File: src/rtl/pci_lock_pkg.sv
package pci_lock_pkg;

    // Transaction boundary tracker state
    typedef struct packed {
        logic in_txn;
    } phase_st_t;

    // Response decision state
    typedef struct packed {
        logic claim;
        logic retry;
    } resp_st_t;

    // Exclusive ownership state
    typedef struct packed {
        logic locked;
    } own_st_t;

    typedef enum logic [1:0] {
        DEC_NONE  = 2'd0,
        DEC_CLAIM = 2'd1,
        DEC_RETRY = 2'd2
    } decision_e;

endpackage

File: src/rtl/pci_lock_phase.sv
module pci_lock_phase
    import pci_lock_pkg::*;
(
    input  logic clk,
    input  logic rst,
    input  logic frame,
    input  logic irdy,
    output logic addr_phase,
    output logic txn_end
);

    phase_st_t st_d, st_q;

    always_comb begin
        st_d       = st_q;
        addr_phase = frame && !st_q.in_txn;
        txn_end    = st_q.in_txn && !frame && !irdy;
        if (rst) begin
            st_d = '0;
        end else if (addr_phase) begin
            st_d.in_txn = 1'b1;
        end else if (txn_end) begin
            st_d.in_txn = 1'b0;
        end
    end

    always_ff @(posedge clk) begin
        st_q <= st_d;
    end

    // Only one address phase per transaction
    p_single_addr_r2: assert property (@(posedge clk) disable iff (rst)
        addr_phase |=> !addr_phase);

endmodule

File: src/rtl/pci_lock_resp.sv
module pci_lock_resp
    import pci_lock_pkg::*;
(
    input  logic clk,
    input  logic rst,
    input  logic addr_phase,
    input  logic txn_end,
    input  logic hit,
    input  logic lock,
    input  logic locked,
    output logic claim,
    output logic retry
);

    resp_st_t  st_d, st_q;
    decision_e dec;

    always_comb begin
        dec = DEC_NONE;
        if (addr_phase && hit) begin
            dec = (locked && lock) ? DEC_RETRY : DEC_CLAIM;
        end
    end

    always_comb begin
        st_d       = st_q;
        st_d.retry = 1'b0;
        if (rst) begin
            st_d = '0;
        end else if (addr_phase) begin
            st_d.claim = (dec == DEC_CLAIM);
            st_d.retry = (dec == DEC_RETRY);
        end else if (txn_end) begin
            st_d.claim = 1'b0;
        end
    end

    always_ff @(posedge clk) begin
        st_q <= st_d;
    end

    assign claim = st_q.claim;
    assign retry = st_q.retry;

    p_nohit_r3: assert property (@(posedge clk) disable iff (rst)
        (addr_phase && !hit) |=> (!claim && !retry));

    p_foreign_r6: assert property (@(posedge clk) disable iff (rst)
        (addr_phase && hit && locked && lock) |=> (retry && !claim));

    p_exclusive_r6: assert property (@(posedge clk) disable iff (rst)
        !(claim && retry));

    p_retry_pulse_r7: assert property (@(posedge clk) disable iff (rst)
        retry |=> !retry);

    p_free_claim_r8: assert property (@(posedge clk) disable iff (rst)
        (addr_phase && hit && !locked) |=> claim);

    p_owner_claim_r10: assert property (@(posedge clk) disable iff (rst)
        (addr_phase && hit && !lock) |=> claim);

endmodule

File: src/rtl/pci_lock_own.sv
module pci_lock_own
    import pci_lock_pkg::*;
(
    input  logic clk,
    input  logic rst,
    input  logic frame,
    input  logic lock,
    input  logic irdy,
    input  logic trdy,
    input  logic claim,
    output logic locked
);

    own_st_t st_d, st_q;
    logic    grab;
    logic    drop;

    always_comb begin
        grab = claim && irdy && trdy && lock;
        drop = !frame && !lock;
        st_d = st_q;
        if (rst) begin
            st_d = '0;
        end else if (drop) begin
            st_d.locked = 1'b0;
        end else if (grab) begin
            st_d.locked = 1'b1;
        end
    end

    always_ff @(posedge clk) begin
        st_q <= st_d;
    end

    assign locked = st_q.locked;

    p_enter_r4: assert property (@(posedge clk) disable iff (rst)
        (claim && irdy && trdy && lock) |=> locked);

    p_hold_r5: assert property (@(posedge clk) disable iff (rst)
        (locked && (frame || lock)) |=> locked);

    p_release_r5: assert property (@(posedge clk) disable iff (rst)
        (!frame && !lock) |=> !locked);

    p_no_entry_r9: assert property (@(posedge clk) disable iff (rst)
        (!locked && !claim) |=> !locked);

endmodule

File: src/rtl/pci_lock_tracker.sv
module pci_lock_tracker
    import pci_lock_pkg::*;
(
    input  logic clk,
    input  logic rst,
    input  logic bus_frame,
    input  logic bus_lock,
    input  logic bus_irdy,
    input  logic bus_trdy,
    input  logic addr_hit,
    output logic locked,
    output logic claim,
    output logic retry
);

    logic addr_phase;
    logic txn_end;

    pci_lock_phase u_phase (
        .clk        (clk),
        .rst        (rst),
        .frame      (bus_frame),
        .irdy       (bus_irdy),
        .addr_phase (addr_phase),
        .txn_end    (txn_end)
    );

    pci_lock_resp u_resp (
        .clk        (clk),
        .rst        (rst),
        .addr_phase (addr_phase),
        .txn_end    (txn_end),
        .hit        (addr_hit),
        .lock       (bus_lock),
        .locked     (locked),
        .claim      (claim),
        .retry      (retry)
    );

    pci_lock_own u_own (
        .clk    (clk),
        .rst    (rst),
        .frame  (bus_frame),
        .lock   (bus_lock),
        .irdy   (bus_irdy),
        .trdy   (bus_trdy),
        .claim  (claim),
        .locked (locked)
    );

    p_reset_r1: assert property (@(posedge clk)
        rst |=> (!locked && !claim && !retry));

endmodule

File: config.mk
export PLATFORM = sky130hd
export DESIGN_NAME = pci_lock_tracker
export DESIGN_NICKNAME = d
export VERILOG_FILES = /design/src/rtl/pci_lock_pkg.sv /design/src/rtl/pci_lock_phase.sv /design/src/rtl/pci_lock_resp.sv /design/src/rtl/pci_lock_own.sv /design/src/rtl/pci_lock_tracker.sv
export SDC_FILE = /design/constraint.sdc
export NUM_CORES = 1
export LEC_CHECK = 0
export BUFFER_PORTS_ARGS = -buffer_cell sky130_fd_sc_hd__buf_2
export CAP_MARGIN = 20
export CORE_AREA = 2 2 39 41
export CTS_BUF_LIST = sky130_fd_sc_hd__clkbuf_16
export DETAILED_ROUTE_END_ITERATION = 10
export DIE_AREA = 0 0 41 43
export SETUP_SLACK_MARGIN = 0.05
export SLEW_MARGIN = 20
export SYNTH_ARGS = -nofsm -noshare
export SYNTH_HDL_FRONTEND = slang
export SYNTH_SLANG_ARGS = --single-unit
export TNS_END_PERCENT = 30
File: constraint.sdc
create_clock -name clk -period 1 [get_ports clk]
set_clock_uncertainty 0.2 [all_clocks]
set_input_delay 0.1 -clock clk [delete_from_list [all_inputs] [get_ports clk]]
set_output_delay 0.1 -clock clk [all_outputs]
set_load 0.005 [all_outputs]
[Yosys cells after proc, flatten, opt, wreduce, memory -nomap -nowiden]
Cells that the tools add are included.
Word-level totals
  register bits: 4
  latch bits: 0
  RAM bits: 0
  memory bits (read-only): 0
  logic and storage cells: 28
  memories kept: 0
Operators by class
  add/sub/neg operators: 0
  multipliers: 0
  div/mod/pow operators: 0
  magnitude comparators: 0
  equality and inequality tests: 2
  shifts and indexed selects: 0
  multiplexer cells: 5
  bitwise logic cells: 1
  reduce and logical (&&, ||, !) cells: 16
Operators by type and width (count)
  1-bit logical AND: 9
  1-bit logical NOT: 4
  2-bit two-way mux: 2
  2-bit OR reduction: 2
  1-bit two-way mux: 3
  2-bit by 1-bit == test with 1-bit output, second input constant: 1
  2-bit == test, second input constant: 1
  2-bit nonzero test: 1
  1-bit inverter: 1

[Longest topological paths before layout]
  depth in word-level cells: 6
  gate-level depth with buffers: 2
  gate-level depth less buffers: 2

[Hierarchy]
From an unflattened synthesis, not the netlist that was laid out.
Second synthesis, totals
  cell total of the unflattened synthesis: 17
  area, all modules: 155.1 um^2
By module, submodules not included
  pci_lock_resp: times used 1, cells each 8, area an instance 68.8 um^2
  pci_lock_phase: times used 1, cells each 5, area an instance 50.0 um^2
  pci_lock_own: times used 1, cells each 4, area an instance 36.3 um^2

[Least setup slack after synthesis]
Ideal clock, no wire load.
  path type: register to register
  from: register, netlist name u_resp.claim
  to: register u_resp.st_q, in the netlist u_resp.claim
  library setup time: 92 ps
  arrival: 773 ps
  data required time: 708 ps
  slack: -65 ps
  stages on the path, launching flop included: 3
  buffers on the path: 0
  path through: dfxtp_1 > or2b_1 > o32ai_1
RTL lines
  end signal, assigned: RTL line pci_lock_resp.sv:39  | st_q <= st_d;
  end, declared: RTL line pci_lock_resp.sv:15  | resp_st_t st_d, st_q;

==> metrics.md <==
| Metric | Value |
|---|---|
| Status | complete, but fails checks |
| Violated checks | hold timing, setup timing |
| Antenna cells | 0 |
| Top cell type's share of synthesized area | 0.496 |
| Largest net degree at the start of global routing | 6 |
| Fmax | 939 MHz |
| Post-Route Utilization | 0.246 |
| CTS clk-pin slew, worst paths | about 0.03 ns |
| Setup slack after layout | -0.0645 ns |
| CP top delay family | flip-flops |
| Setup TNS | -0.124 ns |
| Setup violators final | 2 |
| Htree depth | 1 |
| Worst min path class | input port to flip-flop |
| Slowest cell delay on critical path | 0.31 ns |
| Worst slew pin tran | around 0.25 ns |
| Clock Tree Buf Depth | 2 |
| Worst hold slack | -0.0625 ns |
| Routability cong. | 0.646 |
| List of most frequent post-synthesis cells | dfxtp_1 (4), a21oi_1 (2), nor2_1 (2) |
| Initial Util | 0.117 |
| Critical Path Stages | 2 |
| Sequential-to-total area share from yosys stat | 0.496 |
| Syn Std Cell Area | 161 um2 |
| Area delta synth->final | 111% |
| Tmin final | between 1 and 1.5 ns |
| # hold bufs at CTS | 1 |
| Number of DRC markers in iteration 0 | 0 |
| Seq cells post-synth | 4 |
| Root buffer cell | clkbuf_16 |
| Syn nets | 24 |
| Drt first pass iters | 1 |
| R2R Path End | u_resp.claim$_SDFFE_PP0P_ |
| Syn Area/Cell | 9.49 um2 |
| Final ANT Viol Nets | 0 |
| I/O pin cnt | 10 |
| Share of cells above drive strength 1 | 0.581 |
| Critical path capture point | u_resp.claim$_SDFFE_PP0P_ |
| Top cell type by total area after synthesis | dfxtp_1 |
| Slew margin rel. | 0.830 |
| Core Box Area | around 1400 um2 |
| Worst-path cell chain | or2b_1 > o32ai_2 |
| Standard-cell row count | 14 |
| DIE WIDTH | 41 um |
| Synth async-reset ratio | 0 |
| Worst R2R Setup Slack | -0.06 ns |
| Num CTS Buffers | 3 |
| Vias/cell | 3.96 |
| Overall die height | 43 um |
| Slowest CP cell | dfxtp_2 |
| Startpoint Class | flip-flop |
| Worst vdd ir | 0.000486 V |
| Post-DP Area | 235 um2 |
| I/O Buffers | 9 |
| Post-synth EDFFs | 0 |
| PwrDens | roughly 2500 nW/um2 |
| Critical path data required time | 0.93 ns |
| Place WS | -0.0693 ns |
| Antenna violations before repair | 0 |
| Drt drc | 0 |
| Cells after Synth | 17 |
| Critical Path Source | u_resp.claim$_SDFFE_PP0P_ |
| Leakage power | 0.144 nW |
| Worst-Skew Late Latency | 0.23 ns |
| Total length of routed wires | between 400 and 500 um |
| Nets | 40 |
| Ys Warns | 0 |
| Yosys cell types | 12 |
| Vias in the first global route | about 170 |
| Critical Path Fanout Max | 2 |
| Critical R2R Launch | u_resp.claim$_SDFFE_PP0P_ |
| Grt total ovfl | 0 |
| Ys flop type | dfxtp_1 |
| Final worst-path cycle share | 1.06 |
| Cells on worst reg2reg path | 2 |
| Final Hold Vio Count | 3 |
| RSZ-0062 raised after global routing | true |
| Crit end category | flip-flop |
| Crit path DAT | 1.00 ns |
| First-pass GRT wire length | approximately 650 um |
| CTS tree | built |
| Setup bufs post-CTS | 0 |
| Design area | between 300 and 400 um2 |
| Crit Path Category | flip-flop to flip-flop |
| Fin. max-slew vios | 0 |
| Max-Cap Viols | 0 |
| Vias | 186 |
| DR WL/cell | 9.43 um |
| Worst path bufs/invs | 0 |
| Die outline area | approximately 1800 um2 |
| Largest cells by area after synthesis | dfxtp_1 (50%), nand4bb_1 (7.0%), a21oi_1 (6.2%) |
| Clock Sinks | 4 |
| Total GRT Usage | 0.0661 |
| Cell with the most instances after synthesis | dfxtp_1 |
-- per-stage QoR --
stage / hold slack, ns / instances / power (mW)
floorplan: -0.0309 / 17 / 0.185
global placement: 0.111 / 43 / 0.210
CTS: -0.0651 / 47 / 0.853
detailed placement: 0.112 / 43 / 0.210
finish: -0.0625 / 47 / 0.847
global route: -0.0545 / 47 / 0.867
-- how the worst min path moves through the flow --
stage                   from                        end  slack [ns]  cells after the start
floorplan                rst  u_own.locked$_SDFFE_PP0P_       -0.03                      1
global route        bus_lock    u_resp.retry$_SDFF_PP0_       -0.05                      3
finish              bus_lock    u_resp.retry$_SDFF_PP0_       -0.06                      3
detailed placement       rst  u_own.locked$_SDFFE_PP0P_        0.11                      2
CTS                 bus_lock    u_resp.retry$_SDFF_PP0_       -0.07                      3
global placement         rst  u_own.locked$_SDFFE_PP0P_        0.11                      2
-- placed cells by master (no fill, tap or decap), drive strengths merged --
| cell | Yosys | routed |
|---|---|---|
| buf | 0 | 10 |
| dfxtp | 4 | 4 |
| clkbuf | 0 | 3 |
| nor2 | 2 | 2 |
| a21oi | 2 | 2 |
| nand2 | 1 | 1 |
| nand4bb | 1 | 1 |
| nand4 | 1 | 1 |
| o21ai | 1 | 1 |
| and2b | 1 | 1 |
| or2b | 1 | 1 |
| nor3b | 1 | 1 |
| and2 | 1 | 1 |
| o32ai | 1 | 1 |
| dlygate4sd3 | 0 | 1 |
-- layer usage --
metal / share of wire / track usage / up-vias
met4: 0.052 / 0.100 / 0
met5: 0 / 0 / -
met3: 0.10 / 0.0524 / 2
met2: 0.49 / 0.0813 / 7
li1: - / - / 92
met1: 0.36 / 0.0479 / 85
-- tightest hold or removal path, delay by kind of cell --
family / cells / cell delay, ns
buffers and inverters: 1 / 0.12
AND/OR/NAND/NOR: 2 / 0.10
-- kinds of logic after synthesis --
logic type,count (synthesis),synth area share
AO/OA/AOI/OAI,4,0.147
AND/OR/NAND/NOR,9,0.357
flip-flops,4,0.496
-- report_power, final --
part / switching, mW / total [mW] / internal (mW)
Sequential: 0.00326 / 0.171 / 0.168
Clock: 0.118 / 0.629 / 0.511
Combinational: 0.0190 / 0.0474 / 0.0284
-- what timing repair did --
action                                 in CTS  in global routing
pin swaps                                   0                  1
endpoints found under the hold margin       3                  2
gates resized for setup                     4                  1
setup endpoints to repair                   3                  6
-- cell type report --
cell class	count	area (um2)
flip-flops and latches	4	83.8
repair buffers	11	68.8
multi-input cells	13	92.6
well taps	16	20.0
fillers	149	1040
clock buffers	3	75.1
-- registers in the layout, summed over array words and instances, names as in the netlist --
| name | count |
|---|---|
| u_resp.retry | 1 |
| u_phase.st_q | 1 |
| u_resp.claim | 1 |
| u_own.locked | 1 |
(Power assumes the default switching activity.)
